==> src/rtl/guard_timer_pkg.sv <==
`timescale 1ns/1ps
package guard_timer_pkg;

  localparam int unsigned DATA_W = 32;
  localparam int unsigned RANGE_W = 4;

  // word index taken from address bits [4:2]
  typedef enum logic [2:0] {
    IDX_CTRL  = 3'd0,
    IDX_RANGE = 3'd1,
    IDX_COUNT = 3'd2,
    IDX_KICK  = 3'd3,
    IDX_STAT  = 3'd4,
    IDX_CLR   = 3'd5
  } reg_idx_e;

  // reload value for a range code: 2^(base+rng) - 1
  function automatic logic [63:0] full_count(input int unsigned base,
                                             input logic [RANGE_W-1:0] rng);
    return (64'd1 << (base + int'(rng))) - 64'd1;
  endfunction

endpackage

==> src/rtl/gt_regfile.sv <==
`timescale 1ns/1ps
module gt_regfile
  import guard_timer_pkg::*;
#(
  parameter int unsigned ADDR_W   = 5,
  parameter int unsigned CNT_W    = 32,
  parameter logic [31:0] KICK_KEY = 32'h0000_0076
) (
  input  logic                  clk,
  input  logic                  rst_n,
  input  logic [ADDR_W-1:0]     bus_addr,
  input  logic                  bus_wr,
  input  logic                  bus_rd,
  input  logic [DATA_W-1:0]     bus_wdata,
  output logic [DATA_W-1:0]     bus_rdata,
  input  logic [CNT_W-1:0]      cnt_q,
  input  logic                  irq_q,
  output logic                  en_q,
  output logic                  mode_q,
  output logic [RANGE_W-1:0]    range_q,
  output logic                  kick_evt,
  output logic                  clr_evt
);

  logic     in_map;
  reg_idx_e idx;

  assign in_map = (bus_addr[1:0] == 2'b00) && ((bus_addr >> 5) == '0);
  assign idx    = reg_idx_e'(bus_addr[4:2]);

  logic wr_ctrl, wr_range;
  assign wr_ctrl  = bus_wr && in_map && (idx == IDX_CTRL);
  assign wr_range = bus_wr && in_map && (idx == IDX_RANGE);
  assign kick_evt = bus_wr && in_map && (idx == IDX_KICK) && (bus_wdata == KICK_KEY);
  assign clr_evt  = bus_rd && in_map && (idx == IDX_CLR);

  // arm bit can only be set by software
  always_ff @(posedge clk or negedge rst_n) begin
    if (!rst_n) begin
      en_q    <= 1'b0;
      mode_q  <= 1'b0;
      range_q <= '0;
    end else begin
      if (wr_ctrl) begin
        en_q   <= en_q | bus_wdata[0];
        mode_q <= bus_wdata[1];
      end
      if (wr_range) range_q <= bus_wdata[RANGE_W-1:0];
    end
  end

  logic [DATA_W-1:0] cnt_ext;
  assign cnt_ext = DATA_W'(cnt_q);

  always_comb begin
    bus_rdata = '0;
    if (in_map) begin
      case (idx)
        IDX_CTRL:  bus_rdata = {{(DATA_W-2){1'b0}}, mode_q, en_q};
        IDX_RANGE: bus_rdata = {{(DATA_W-RANGE_W){1'b0}}, range_q};
        IDX_COUNT: bus_rdata = cnt_ext;
        IDX_STAT:  bus_rdata = {{(DATA_W-1){1'b0}}, irq_q};
        default:   bus_rdata = '0;
      endcase
    end
  end

endmodule

==> src/rtl/gt_downcount.sv <==
`timescale 1ns/1ps
module gt_downcount
  import guard_timer_pkg::*;
#(
  parameter int unsigned BASE_EXP = 16,
  parameter int unsigned CNT_W    = 32
) (
  input  logic               clk,
  input  logic               rst_n,
  input  logic               en_q,
  input  logic [RANGE_W-1:0] range_q,
  input  logic               restart,
  output logic [CNT_W-1:0]   cnt_q,
  output logic [CNT_W-1:0]   reload_val,
  output logic               expire_evt
);

  logic [CNT_W-1:0] reset_val;

  assign reload_val = CNT_W'(full_count(BASE_EXP, range_q));
  assign reset_val  = CNT_W'(full_count(BASE_EXP, '0));

  // a restart in the zero cycle wins over the expiry
  assign expire_evt = en_q && !restart && (cnt_q == '0);

  always_ff @(posedge clk or negedge rst_n) begin
    if (!rst_n)
      cnt_q <= reset_val;
    else if (!en_q || restart || expire_evt)
      cnt_q <= reload_val;
    else
      cnt_q <= cnt_q - CNT_W'(1);
  end

endmodule

==> src/rtl/gt_response.sv <==
`timescale 1ns/1ps
module gt_response #(
  parameter int unsigned RST_LEN = 8
) (
  input  logic clk,
  input  logic rst_n,
  input  logic mode_q,
  input  logic expire_evt,
  input  logic clr_evt,
  output logic irq_q,
  output logic fire_evt,
  output logic sys_rst
);

  localparam int unsigned RW = $clog2(RST_LEN + 1);

  logic [RW-1:0] rst_left;

  // reset now in direct mode, or on a second expiry with irq still pending
  assign fire_evt = expire_evt && (!mode_q || irq_q);

  always_ff @(posedge clk or negedge rst_n) begin
    if (!rst_n)
      irq_q <= 1'b0;
    else if (clr_evt)
      irq_q <= 1'b0;
    else if (expire_evt && mode_q)
      irq_q <= 1'b1;
  end

  always_ff @(posedge clk or negedge rst_n) begin
    if (!rst_n)
      rst_left <= '0;
    else if (fire_evt)
      rst_left <= RW'(RST_LEN);
    else if (rst_left != '0)
      rst_left <= rst_left - RW'(1);
  end

  assign sys_rst = (rst_left != '0);

endmodule

==> src/rtl/guard_timer.sv <==
`timescale 1ns/1ps
module guard_timer
  import guard_timer_pkg::*;
#(
  parameter int unsigned BASE_EXP = 16,
  parameter int unsigned ADDR_W   = 5,
  parameter int unsigned RST_LEN  = 8,
  parameter logic [31:0] KICK_KEY = 32'h0000_0076
) (
  input  logic              clk,
  input  logic              rst_n,
  input  logic [ADDR_W-1:0] bus_addr,
  input  logic              bus_wr,
  input  logic              bus_rd,
  input  logic [31:0]       bus_wdata,
  output logic [31:0]       bus_rdata,
  output logic              irq,
  output logic              sys_rst
);

  localparam int unsigned CNT_W = BASE_EXP + 16;

  // named internal events, observed by the bound checker
  logic               en_q;
  logic               mode_q;
  logic [RANGE_W-1:0] range_q;
  logic               kick_evt;
  logic               clr_evt;
  logic               restart;
  logic [CNT_W-1:0]   cnt_q;
  logic [CNT_W-1:0]   reload_val;
  logic               expire_evt;
  logic               fire_evt;
  logic               irq_q;

  assign restart = kick_evt || clr_evt;
  assign irq     = irq_q;

  gt_regfile #(
    .ADDR_W  (ADDR_W),
    .CNT_W   (CNT_W),
    .KICK_KEY(KICK_KEY)
  ) u_regs (
    .clk      (clk),
    .rst_n    (rst_n),
    .bus_addr (bus_addr),
    .bus_wr   (bus_wr),
    .bus_rd   (bus_rd),
    .bus_wdata(bus_wdata),
    .bus_rdata(bus_rdata),
    .cnt_q    (cnt_q),
    .irq_q    (irq_q),
    .en_q     (en_q),
    .mode_q   (mode_q),
    .range_q  (range_q),
    .kick_evt (kick_evt),
    .clr_evt  (clr_evt)
  );

  gt_downcount #(
    .BASE_EXP(BASE_EXP),
    .CNT_W   (CNT_W)
  ) u_count (
    .clk       (clk),
    .rst_n     (rst_n),
    .en_q      (en_q),
    .range_q   (range_q),
    .restart   (restart),
    .cnt_q     (cnt_q),
    .reload_val(reload_val),
    .expire_evt(expire_evt)
  );

  gt_response #(
    .RST_LEN(RST_LEN)
  ) u_resp (
    .clk       (clk),
    .rst_n     (rst_n),
    .mode_q    (mode_q),
    .expire_evt(expire_evt),
    .clr_evt   (clr_evt),
    .irq_q     (irq_q),
    .fire_evt  (fire_evt),
    .sys_rst   (sys_rst)
  );

endmodule

==> config.mk <==
export PLATFORM = sky130hd
export DESIGN_NAME = guard_timer
export DESIGN_NICKNAME = d
export VERILOG_FILES = /design/src/rtl/guard_timer_pkg.sv /design/src/rtl/gt_regfile.sv /design/src/rtl/gt_downcount.sv /design/src/rtl/gt_response.sv /design/src/rtl/guard_timer.sv
export SDC_FILE = /design/constraint.sdc
export NUM_CORES = 1
export LEC_CHECK = 0
export BUFFER_PORTS_ARGS = -buffer_cell sky130_fd_sc_hd__buf_4
export CAP_MARGIN = 10
export CORE_ASPECT_RATIO = 1.4
export CORE_MARGIN = 1
export CORE_UTILIZATION = 40
export DETAILED_ROUTE_END_ITERATION = 7
export PLACE_DENSITY = 0.71
export SLEW_MARGIN = 10
export SYNTH_ARGS = -nofsm -noshare
export SYNTH_HDL_FRONTEND = slang
export SYNTH_SLANG_ARGS = --single-unit
==> constraint.sdc <==
create_clock -name clk -period 3.34 [get_ports clk]
set_input_delay 0.668 -clock clk [delete_from_list [all_inputs] [get_ports clk]]
set_output_delay 0.668 -clock clk [all_outputs]
set_load 0.02 [all_outputs]
==> impl_results.md <==
* Status: complete, no violations
* Clock power frac at 17.3%
* Clock Latency Late Sink at 0.30 ns
* Vias in the first global route at 2606
* Port bufs at 74
* Slew Viols, Final at 0
* Most frequent cells in the layout: buf_4 (81), nor2_1 (32), and3_1 (30)
* Yosys warns at 0
* LEAKAGE at 1.69 nW
* Slowest CP cell: dfrtp_1
* Crit path launch type: flip-flop
* Netlist cell types at 57
* Delay-heaviest family, CP: simple AND/OR/NAND/NOR gates
* Post-Route WL at 7.52 mm
* Routed length per instance at 15.2 um
* Crit-path max cell delay at 0.44 ns
* HP Class: input port to async pin
* Postcts setup bufs at 0
* Die width at 73.9 um
* TNS Setup at 0 ns
* Iter 0 DRT Violations at 212
* Critical Path AT at 2.98 ns
* Met1 Use GR at 25.2%
* Critical Path Sink Type: flip-flop
* Post-synth top flop: dfrtp_1
* Fin nets at 441
* Seq pwr share at 49.4%
* Core footprint at 0.00698 mm2
* Clock Path Buffers at 2
* Total Routing Usage GR at 20.7%
* Final Hold Vio Count at 0
* First-pass GRT wire length at 12.2 mm
* Period minus WS final at 2.80 ns
* Met3 Track Usage GR at 2.64%
* Clock-pin slew on the worst setup and hold paths at 0.08 ns
* Post-synthesis register bit count at 43
* Critical path buffers and inverters at 0
* Pre-antenna DRT Iters at 4
* CP max FO at 7
* Avg Vias per Cell at 5.46
* Root Buffer: clkbuf_8
* Antenna violations before repair at 0
* Mapped Cells at 328
* Area Overhead vs Synth at 25.2%
* Met2 Use GR at 36.5%
* Overflow after GRT at 0
* Clk sinks at 43
* P_int at 1.14 mW
* Die area at 0.00759 mm2
* Comb power frac at 33.3%
* Fin util at 51.9%
* Total power at 1.88 mW
* DR vias at 2690
* IO Count at 75
* Post-synthesis net count at 372
* DRC errors left at 0
* Worst vdd ir at 0.000363 V
* Average cell area after synthesis at 8.83 um2
* TritonCTS clock tree: built
* Row count at 36
* Power per cell area at 518 mW/mm2
* N_diodes at 0
* Cell area after synthesis at 0.00290 mm2
* Req. time, crit path at 3.52 ns
* Max_cap viols at 0
* Gr busiest metal: met2
* Fillers at 674
* EDFF count, synth at 0
* Die Span Y at 103 um
* Post-CTS resize count at 0
* Switching fraction of total power at 39.1%
* Clock skew at 0.00687 ns
* # setup viols final at 0
* CTS HTree Levels at 2
* Post-synthesis async set-or-reset flop share at 100%
* CTS Hold Buffers Added at 0
* RD Place Congestion at 0.839
* Final ANT Viol Nets at 0
* Largest net degree at the start of global routing at 44
* Share of cells above drive strength 1 at 30.7%
* Fmax achieved at 358 MHz
* P_sw at 0.734 mW
* Seq/Total Area, Yosys at 37.9%
* CTS buffer count at 5
* RSZ-0062 raised after global routing: no
* CP Class: flip-flop to flip-flop
* Max transition margin at 37.2%
* Commonest non-fill, non-tap cell in the layout: buf_4
* HPWL Detailed at 5.52 mm
* Starting Density at 41.5%
* Tcrit/Tclk final at 83.7%
* CP Cell Sequence: or3_4 -> nand4b_1 -> nor3_4 -> nor3_2 -> nand2_1 -> ha_1 -> o31ai_1 -> a211oi_1 -> xnor2_1 -> mux2i_1
* Worst Max-Slew Pin Slew at 0.934 ns
## area by class of cell
| class | count | area, um2 | area share [%] |
|---|---|---|---|
| Inverter | 7 | 26.3 | 0.725 |
| Tap cell | 95 | 119 | 3.28 |
| Timing Repair Buffer | 81 | 608 | 16.8 |
| Clock buffer | 6 | 72.6 | 2.00 |
| Sequential cell | 43 | 1100 | 30.2 |
| Multi-Input combinational cell | 259 | 1690 | 46.7 |
| Clock inverter | 2 | 11.3 | 0.311 |
## synth_stat cells (all sizes together), types with 8 or more instances
cell    number  share of area, %
xnor2       15               4.5
nor3        21               5.3
mux2i        8               2.8
nor2        32               4.1
a21oi       17               2.9
and3        30               6.5
nand2       24               3.1
dfrtp       27                23
dfstp       16                15
nor4        12               2.8
clkbuf      14               1.8
o21ai       10               1.7
nand3        9               1.6
## registers in the layout, summed over array words and instances, names as in the netlist
name,flops
u_regs.mode_q,1
u_regs.range_q,4
u_resp.rst_left,4
u_resp.irq_q,1
u_count.cnt_q,32
u_regs.en_q,1
## final timing paths
path	startpoint	end	slack, ns	cells past startpoint
min reg2reg	u_count.cnt_q[0]$_DFF_PN1_	u_count.cnt_q[0]$_DFF_PN1_	0.50	1
min	rst_n	u_count.cnt_q[18]$_DFF_PN0_	0.36	1
max	u_count.cnt_q[21]$_DFF_PN0_	u_count.cnt_q[22]$_DFF_PN0_	0.54	10
min in group clk	u_count.cnt_q[0]$_DFF_PN1_	u_count.cnt_q[0]$_DFF_PN1_	0.50	1
max reg2reg	u_count.cnt_q[21]$_DFF_PN0_	u_count.cnt_q[22]$_DFF_PN0_	0.54	10
max in group asynchronous	rst_n	u_count.cnt_q[0]$_DFF_PN1_	2.61	1
## metal layers
layer	up-vias	wire length [um]
met3	13	218
met5	-	0
met1	1287	3310
li1	1336	-
met4	0	178
met2	54	3810
## logic make-up (layout without fill, tap and decap cells)
family                   Yosys count  count (layout)  share of synthesized area, %
AO/OA/AOI/OAI                     54              54                          12.3
flip-flops                        43              43                          37.9
multiplexers                      13              13                          4.71
AND/OR/NAND/NOR                  167             167                          33.4
adder cells (fa/ha/maj)            3               3                          1.30
XOR/XNOR                          22              22                          6.66
buffers and inverters             26              96                          3.85
## through the flow
stage | area, um2 | hold slack, ns | setup slack, ns | cells
after global placement | 3540 | 0.472 | 0.426 | 485
final | 3630 | 0.359 | 0.544 | 493
after global routing | 3630 | 0.400 | 0.322 | 493
after floorplan | 2900 | 0.372 | 0.117 | 328
after CTS | 3630 | 0.375 | 0.537 | 493
after detailed placement | 3540 | 0.483 | 0.337 | 485
## worst register-to-register path, cell delays in order (launching register included)
cell      delay [ns]
dfrtp_1         0.44
or3_4           0.44
nand4b_1        0.26
nor3_4          0.31
nor3_2          0.10
nand2_1         0.10
ha_1            0.23
o31ai_1         0.23
a211oi_1        0.34
xnor2_1         0.16
mux2i_1         0.09
## power groups by stage
stage / Sequential [mW] / Clock [mW] / Combinational, mW
6_report: 0.928 / 0.325 / 0.626
5_1_grt: 0.954 / 0.351 / 0.701
4_1_cts: 0.923 / 0.336 / 0.628
3_5_place_dp: 0.933 / 0 / 0.623
3_3_place_gp: 0.929 / 0 / 0.612
2_1_floorplan: 0.843 / 0 / 0.497
(Power assumes the default switching activity.)
